$ cat config.mk
export PLATFORM = sky130hd
export DESIGN_NAME = rx_xact_counter
export DESIGN_NICKNAME = d
export VERILOG_FILES = /design/src/rtl/rxc_pkg.sv /design/src/rtl/rxc_arm.sv /design/src/rtl/rxc_count.sv /design/src/rtl/rxc_actions.sv /design/src/rtl/rx_xact_counter.sv
export SDC_FILE = /design/constraint.sdc
export NUM_CORES = 1
export LEC_CHECK = 0
export BUFFER_PORTS_ARGS = -buffer_cell sky130_fd_sc_hd__buf_2
export CORE_ASPECT_RATIO = 1.25
export CORE_MARGIN = 1
export CORE_UTILIZATION = 54
export CTS_CLUSTER_DIAMETER = 100
export DETAILED_ROUTE_END_ITERATION = 7
export PLACE_DENSITY = 0.79
export SYNTH_ARGS = -nofsm -noshare
export SYNTH_HDL_FRONTEND = slang
export SYNTH_SLANG_ARGS = --single-unit
$ cat constraint.sdc
create_clock -name clk -period 6.2 [get_ports clk]
set_clock_uncertainty 0.2 [all_clocks]
set_input_delay 0.31 -clock clk [delete_from_list [all_inputs] [get_ports clk]]
set_output_delay 0.31 -clock clk [all_outputs]
set_load 0.02 [all_outputs]
$ cat src/rtl/rxc_pkg.sv
// Shared types for the receive pipe transaction counter.
package rxc_pkg;
    // Completion action selectors.
    typedef struct packed {
        logic cont;
        logic short_nak;
        logic rdy_end;
    } rxc_opts_t;
endpackage

$ cat src/rtl/rxc_arm.sv
// Arming logic: detects the enable rising edge or a clear, and samples the
// packet total at that moment.
// Assumes clr is a one-cycle strobe and that the enable bit is set before
// the first packet to be counted.
module rxc_arm #(
    parameter int CNT_W = 16
) (
    input  logic             clk,
    input  logic             rst_n,
    input  logic             enable,
    input  logic             dir_tx,
    input  logic             clr,
    input  logic [CNT_W-1:0] target,
    output logic             load,
    output logic             run_ok,
    output logic [CNT_W-1:0] tgt_q
);
    logic en_q;

    assign load   = clr || (enable && !en_q);
    assign run_ok = enable && !dir_tx;

    // Delay the enable bit for edge detection.
    always_ff @(posedge clk) begin
        if (!rst_n) en_q <= 1'b0;
        else        en_q <= enable;
    end

    // Sample the total only when arming.
    always_ff @(posedge clk) begin
        if (!rst_n)    tgt_q <= '0;
        else if (load) tgt_q <= target;
    end

    a_r3_target_held: assert property (@(posedge clk) disable iff (!rst_n)
        !load |=> $stable(tgt_q));
endmodule

$ cat src/rtl/rxc_count.sv
// Packet counter: resets on arming and saturates at the sampled total.
// Also flags the completing step. Assumes a total of 0 means no completion.
module rxc_count #(
    parameter int CNT_W = 16
) (
    input  logic             clk,
    input  logic             rst_n,
    input  logic             load,
    input  logic             run_ok,
    input  logic             pkt,
    input  logic [CNT_W-1:0] tgt,
    output logic [CNT_W-1:0] count,
    output logic             hit
);
    localparam logic [CNT_W-1:0] ONE = CNT_W'(1);

    logic step;

    assign step = run_ok && pkt && !load && (tgt != '0) && (count != tgt);
    assign hit  = step && ((count + ONE) == tgt);

    // Count packets; arming has priority over a packet in the same cycle.
    always_ff @(posedge clk) begin
        if (!rst_n)    count <= '0;
        else if (load) count <= '0;
        else if (step) count <= count + ONE;
    end

    a_r4_count_within_target: assert property (@(posedge clk) disable iff (!rst_n)
        count <= tgt);
    a_r8_clear_zeroes: assert property (@(posedge clk) disable iff (!rst_n)
        load |=> (count == '0));
    a_r2_hold_when_idle: assert property (@(posedge clk) disable iff (!rst_n)
        (!run_ok && !load) |=> $stable(count));
endmodule

$ cat src/rtl/rxc_actions.sv
// Completion actions: handover and NAK pulses on completion, plus a ready
// interrupt deferred until the last data has been read.
// Assumes hit is high for at most one cycle per armed run.
module rxc_actions
    import rxc_pkg::*;
(
    input  logic      clk,
    input  logic      rst_n,
    input  logic      hit,
    input  logic      load,
    input  logic      run_ok,
    input  rxc_opts_t opts,
    input  logic      buf_full,
    input  logic      last_read,
    output logic      switch_req,
    output logic      nak_req,
    output logic      rdy_irq
);
    logic pending;

    // Track a ready interrupt waiting for the final read.
    always_ff @(posedge clk) begin
        if (!rst_n)                pending <= 1'b0;
        else if (!run_ok || load)  pending <= 1'b0;
        else if (hit)              pending <= opts.rdy_end;
        else if (last_read)        pending <= 1'b0;
    end

    // Register one-cycle action pulses.
    always_ff @(posedge clk) begin
        if (!rst_n) begin
            switch_req <= 1'b0;
            nak_req    <= 1'b0;
            rdy_irq    <= 1'b0;
        end else begin
            switch_req <= hit && opts.cont && !buf_full;
            nak_req    <= hit && opts.short_nak;
            rdy_irq    <= run_ok && !load && pending && last_read;
        end
    end

    a_r5_switch_single: assert property (@(posedge clk) disable iff (!rst_n)
        switch_req |=> !switch_req);
    a_r6_nak_single: assert property (@(posedge clk) disable iff (!rst_n)
        nak_req |=> !nak_req);
    a_r7_irq_after_read: assert property (@(posedge clk) disable iff (!rst_n)
        rdy_irq |-> $past(last_read));
endmodule

$ cat src/rtl/rx_xact_counter.sv
// Receive pipe transaction counter top level. Ties together arming, counting
// and the completion actions. Assumes single-cycle strobes for pkt_rcvd,
// clr_strobe and last_read.
module rx_xact_counter
    import rxc_pkg::*;
#(
    parameter int CNT_W = 16
) (
    input  logic             clk,
    input  logic             rst_n,
    input  logic [CNT_W-1:0] cfg_target,
    input  logic             cfg_enable,
    input  logic             clr_strobe,
    input  logic             opt_cont,
    input  logic             opt_short_nak,
    input  logic             opt_rdy_end,
    input  logic             dir_tx,
    input  logic             pkt_rcvd,
    input  logic             buf_full,
    input  logic             last_read,
    output logic [CNT_W-1:0] cur_count,
    output logic             switch_req,
    output logic             nak_req,
    output logic             rdy_irq
);
    logic             load;
    logic             run_ok;
    logic             hit;
    logic [CNT_W-1:0] tgt_q;
    rxc_opts_t        opts;

    assign opts = '{cont: opt_cont, short_nak: opt_short_nak, rdy_end: opt_rdy_end};

    rxc_arm #(.CNT_W(CNT_W)) u_arm (
        .clk(clk), .rst_n(rst_n), .enable(cfg_enable), .dir_tx(dir_tx),
        .clr(clr_strobe), .target(cfg_target), .load(load), .run_ok(run_ok),
        .tgt_q(tgt_q)
    );

    rxc_count #(.CNT_W(CNT_W)) u_count (
        .clk(clk), .rst_n(rst_n), .load(load), .run_ok(run_ok), .pkt(pkt_rcvd),
        .tgt(tgt_q), .count(cur_count), .hit(hit)
    );

    rxc_actions u_actions (
        .clk(clk), .rst_n(rst_n), .hit(hit), .load(load), .run_ok(run_ok),
        .opts(opts), .buf_full(buf_full), .last_read(last_read),
        .switch_req(switch_req), .nak_req(nak_req), .rdy_irq(rdy_irq)
    );

    a_r9_tx_silent: assert property (@(posedge clk) disable iff (!rst_n)
        dir_tx |=> (!switch_req && !nak_req && !rdy_irq));
    a_r11_off_no_irq: assert property (@(posedge clk) disable iff (!rst_n)
        !cfg_enable |=> !rdy_irq);
endmodule

==> flow_summary.toml, run 1 <==
[floorplan]
rows = 24
die_h_um = 71.5
io_pins = 46
die-area_um2 = 4120
die_width_um = 57.6
core_um2 = 3600
start_util_pct = 58.0

[power]
p_leak_nw = 1.02
total_power_uw = 457
ir_worst_vdd_uv = 139
power.density_nw_per_um2 = 194

[timing]
setup_viol = 0
slew_headroom_pct = 61.1
slew_viol_final = 0
setup_tns_ns = 0
period_share_pct = 47.3
worst_pin_slew_ns = 0.582
max_freq_ghz = 0.341
rsz0062_at_grt = "no"
hold_viol_final = 0
period_minus_slack_ns = 2.93

[yosys]
yosys.area.top_type = "dfxtp_1"
synth-async-reset-ratio_pct = 0
netlist-cell-type-count = 44
yosysTopAreaCellShare_pct = 35.4
syn-cell-area_um2 = 2090
yosysMostFrequentCell = "nand2_1"
synthCells = 257
ys_seq_area_share_pct = 35.4
synth_ff_type = "dfxtp_1"
yosys-top-cells-count = "nand2_1 (45), dfxtp_1 (37), xor2_1 (24)"
avgSynthCellArea_um2 = 8.13
ys_ff_latch = 37
ys.warnings.count = 0
syn-num-nets = 285
synth_edf_count = 0
synth.area.top_cells = "dfxtp_1 (35%), xor2_1 (10%), nand2_1 (8.1%)"

[detailed_routing]
wl_mm = 4.53
dr.pass1.iters = 6
detail_route.wl_per_cell_um = 13.6
via_count = 1872
post-route-drc-count = 1
ant_nets = 0
viasPerCell = 5.64
drtIter0Drc = 113

[critical_path]
critical_path_required_ns = 6.20
arrival_ns = 2.93
cp_max_fo = 8
crit_type = "flop to flop"
cp-start-kind = "flop"
cp-end-kind = "flop"
r2r_cells = 8

[placement]
hpwl_mm = 3.41
io_buffers = 45
gp_congestion = 0.934

[grt]
gr-usage-met2_pct = 40.1
busiest_layer = "met2"
grt_pass1_vias = 1731
grt_overflow = 0
grtUsageMet1_pct = 28.2
grt_pass1_wl_mm = 7.52
grt_use_total_pct = 23.5
grt_max_degree = 19
grtUsageMet3_pct = 5.96
antenna_found_initial = 0

[finish]
fin_nets = 322
fin_util_pct = 65.3
area_growth_pct = 12.6
antenna_cells = 0
drive_above_1_share_pct = 20.5

[clock_tree]
cts_made_buffers = 5
cts_tree = "built"
clk_path_buf_depth = 2
cts_setup_buffers = 0
clock_latency_ns = 0.29
cts_resized = 0
h-tree-depth = 2
postCtsHoldBufs = 0
cts.sinks = 37
clk_pin_slew_ns = 0.07
clockRootBuffer = "clkbuf_8"

[hold_path]
hold_class = "input pin to flop"
min_path_cells = 3

[run_status]
violations = "design-rule violations"
status = "finished with violations"

[run]
cap_violations = 0
metal layers:
layer | up-vias | share of wire [%]
li1 | 958 | -
met1 | 867 | 45
met2 | 43 | 50
met3 | 4 | 4.0
met4 | 0 | 0.86
met5 | - | 0
power by group:
group | switching, mW | leakage [nW] | internal [mW]
Combinational | 0.0263 | 0.674 | 0.0244
Sequential | 0.00910 | 0.302 | 0.245
Clock | 0.0785 | 0.0399 | 0.0738
cells in the final DEF, fill, tap and decap left out, drive strengths merged, types with 11 or more instances in the layout:
cell type and instances:
nand3 11, nand2 45, buf 46, xor2 24, a21oi 19, xnor2 14
nand4 13, nor2 21, dfxtp 37
cell type report:
cell class,instances,area (µm²)
Fill cell,333,1250
Multi-Input combinational cell,199,1230
Sequential cell,37,741
Timing Repair Buffer,47,243
Clock buffer,5,68.8
Tap cell,39,48.8
Inverter,4,15.0
Clock inverter,1,5.00
worst paths after layout:
| check | start | end | slack (ns) |
|---|---|---|---|
| worst max register to register | u_count.count[1] | u_actions.switch_req | 3.27 |
| worst min-delay path | opt_short_nak | u_actions.nak_req | 0.04 |
| worst min register to register | u_actions.pending | u_actions.rdy_irq | 0.24 |
| worst max-delay path | u_count.count[1] | u_actions.switch_req | 3.27 |
state kept, by name, indices dropped and copies added (netlist names):
signal                flops
u_count.count            16
u_arm.tgt_q              16
u_arm.en_q                1
u_actions.pending         1
u_actions.switch_req      1
u_actions.nak_req         1
u_actions.rdy_irq         1
logic make-up after synthesis:
family	Yosys count	share of synthesized area [%]
xor gates and xnor gates	38	15.9
AOI/OAI and AO/OA	34	10.0
DFF	37	35.4
muxes	5	2.40
adders and majority gates	1	0.599
and+or+nand+nor	121	30.0
buffers and inverters	21	5.63
critical path, stage by stage (launching register included):
cell and delay (ns):
dfxtp_1 0.47, ha_1 0.29, and4_4 0.30, and4_4 0.28, nand3_2 0.09, xnor2_1 0.14, a211o_1 0.27, or4_4 0.58
nor4b_4 0.22
metrics by stage:
stage / worst slack, ns / hold WS, ns / std cells / instance area [µm²]
2_1_floorplan: 3.21 / 0.184 / 257 / 2090
3_3_place_gp: 3.35 / 0.233 / 325 / 2270
3_5_place_dp: 3.30 / 0.230 / 325 / 2270
4_1_cts: 3.28 / 0.00109 / 331 / 2340
5_1_grt: 3.14 / 0.0422 / 332 / 2350
6_report: 3.27 / 0.0366 / 332 / 2350
No activity file was read; power rests on OpenSTA's default activity.
==> run 2: changes to the inputs <==
==> constraint.sdc (replaced) <==
create_clock -name clk -period 2.9 [get_ports clk]
set_clock_uncertainty 0.2 [all_clocks]
set_input_delay 0.145 -clock clk [delete_from_list [all_inputs] [get_ports clk]]
set_output_delay 0.145 -clock clk [all_outputs]
set_load 0.02 [all_outputs]
==> flow_summary.toml, run 2 (synthesis results as in run 1) <==
[run_status]
status = "finished with violations"
violations = "design-rule violations"

[placement]
gp_congestion = 0.934
dpl_worst_slack_ns = 0.168
place_area_um2 = 2310
hpwl_mm = 3.58
io_buffers = 45
place_inst = 331

[finish]
fin_nets = 352
mostFrequentLayoutCells = "nand2_1 (45), buf_2 (45), dfxtp_1 (36), dlygate4sd3_1 (25), xor2_1 (24)"
multi_input_comb_area_um2 = 1230
regArea_um2 = 742
nFillCells = 283
postLayoutCellArea_um2 = 2650
fin_util_pct = 73.6
area_growth_pct = 26.9
reg.largest.list = "u_arm.tgt_q x16, u_count.count x16"
drive_above_1_share_pct = 20.7
final-instance-count-excl-fill = 363
antenna_cells = 0

[critical_path]
worst_path_max_delay_cell = "or4_4"
crit_type = "flop to flop"
cpPeakStageDelay_ns = 0.58
cp_max_fo = 11
arrival_ns = 2.79
r2r-end = "u_actions.switch_req"
endpoint = "u_actions.switch_req"
r2r_cells = 7
crit_start = "u_count.count[3]"
timing.rr.start = "u_count.count[3]"
cpMostUsedCell = "and4_4"
cp-end-kind = "flop"
rrSetupSlack_ns = 0.12
cp_cell_sequence = "and4_4 > and4_4 > nand3_2 > xnor2_1 > a211o_1 > or4_4 > nor4b_4"
cp-start-kind = "flop"
critical_path_required_ns = 2.91

[floorplan]
die_h_um = 71.5
die_width_um = 57.6
io_pins = 46
rows = 24
die-area_um2 = 4120
core_um2 = 3600
start_util_pct = 58.0

[grt]
grt_max_degree = 19
grt_overflow = 0
grt_pass1_wl_mm = 8.91
grt_use_total_pct = 28.6
antenna_found_initial = 0
grt_pass1_vias = 1981

[detailed_routing]
wl_mm = 5.43
via_count = 2056
viasPerCell = 5.66
drtIter0Drc = 128
ant_nets = 0
post-route-drc-count = 2
dr.pass1.iters = 6
detail_route.wl_per_cell_um = 15.0

[timing]
period_minus_slack_ns = 2.78
slew_viol_final = 0
slew_headroom_pct = 56.5
hold_ws_ns = 0.0873
period_share_pct = 96.0
setup_viol = 0
setup_tns_ns = 0
worst_pin_slew_ns = 0.651
rsz0062_at_grt = "no"
setup_ws_ns = 0.117
max_freq_ghz = 0.359
hold_viol_final = 0

[power]
total_power_mw = 1.04
ir_worst_vdd_uv = 358
power.density_nw_per_um2 = 393
p_leak_nw = 1.16

[hold_path]
worstHoldStart = "dir_tx"
hold_class = "input pin to flop"

[clock_tree]
clk_path_buf_depth = 2
cts_made_buffers = 5
clk_pin_slew_ns = 0.07
cts.sinks = 37
h-tree-depth = 2
cts_tree = "built"
clockRootBuffer = "clkbuf_8"
cts_setup_buffers = 0
clock_latency_ns = 0.30

[run]
cap_violations = 0
==> run 2: cell types whose count changed in the layout (fill, tap and decap cells not counted), sizes merged <==
cell,previous run,this run
dlygate4sd3,1,25
clkbuf,5,7
buf,46,52
clkinv,2,1
==> run 2: repair_timing <==
action,CTS,global route
gates resized for setup,0,0
endpoints found under the hold margin,21,0
hold buffers,25,0
==> run 2: area by class of cell <==
class | instances | area share, %
Timing Repair Buffer | 77 | 19.9
Sequential cell | 37 | 28.0
Inverter | 4 | 0.566
Multi-Input combinational cell | 199 | 46.4
Clock buffer | 7 | 3.26
Tap cell | 39 | 1.84
==> run 2: power by group <==
group / total [mW] / switching [mW] / internal, mW / leakage, nW
clock: 0.363 / 0.175 / 0.188 / 0.0443
sequential: 0.543 / 0.0195 / 0.523 / 0.302
combinational: 0.136 / 0.0638 / 0.0719 / 0.808
==> run 2: per-layer routing <==
layer | global-route usage [%] | up-vias | share of wire [%]
met2 | 50.3 | 71 | 52
li1 | - | 1013 | -
met3 | 6.32 | 12 | 5.1
met5 | 0 | - | 0
met1 | 32.2 | 960 | 41
met4 | 13.8 | 0 | 2.5
==> run 2: how the worst min path moves through the flow <==
stage | endpoint | slack [ns] | depth (start not counted)
floorplan | u_actions.switch_req | 0.02 | 1
global placement | u_actions.switch_req | 0.14 | 2
global route | u_actions.pending | 0.13 | 5
detailed placement | u_actions.switch_req | 0.15 | 2
finish | u_actions.pending | 0.09 | 5
CTS | u_actions.pending | 0.04 | 5
==> run 2: critical path: cells and delay by family, from the launching register on <==
family / cells / cell delay, ns
AOI/OAI and AO/OA: 1 / 0.28
DFF: 1 / 0.56
and+or+nand+nor: 5 / 1.51
xor gates and xnor gates: 1 / 0.14
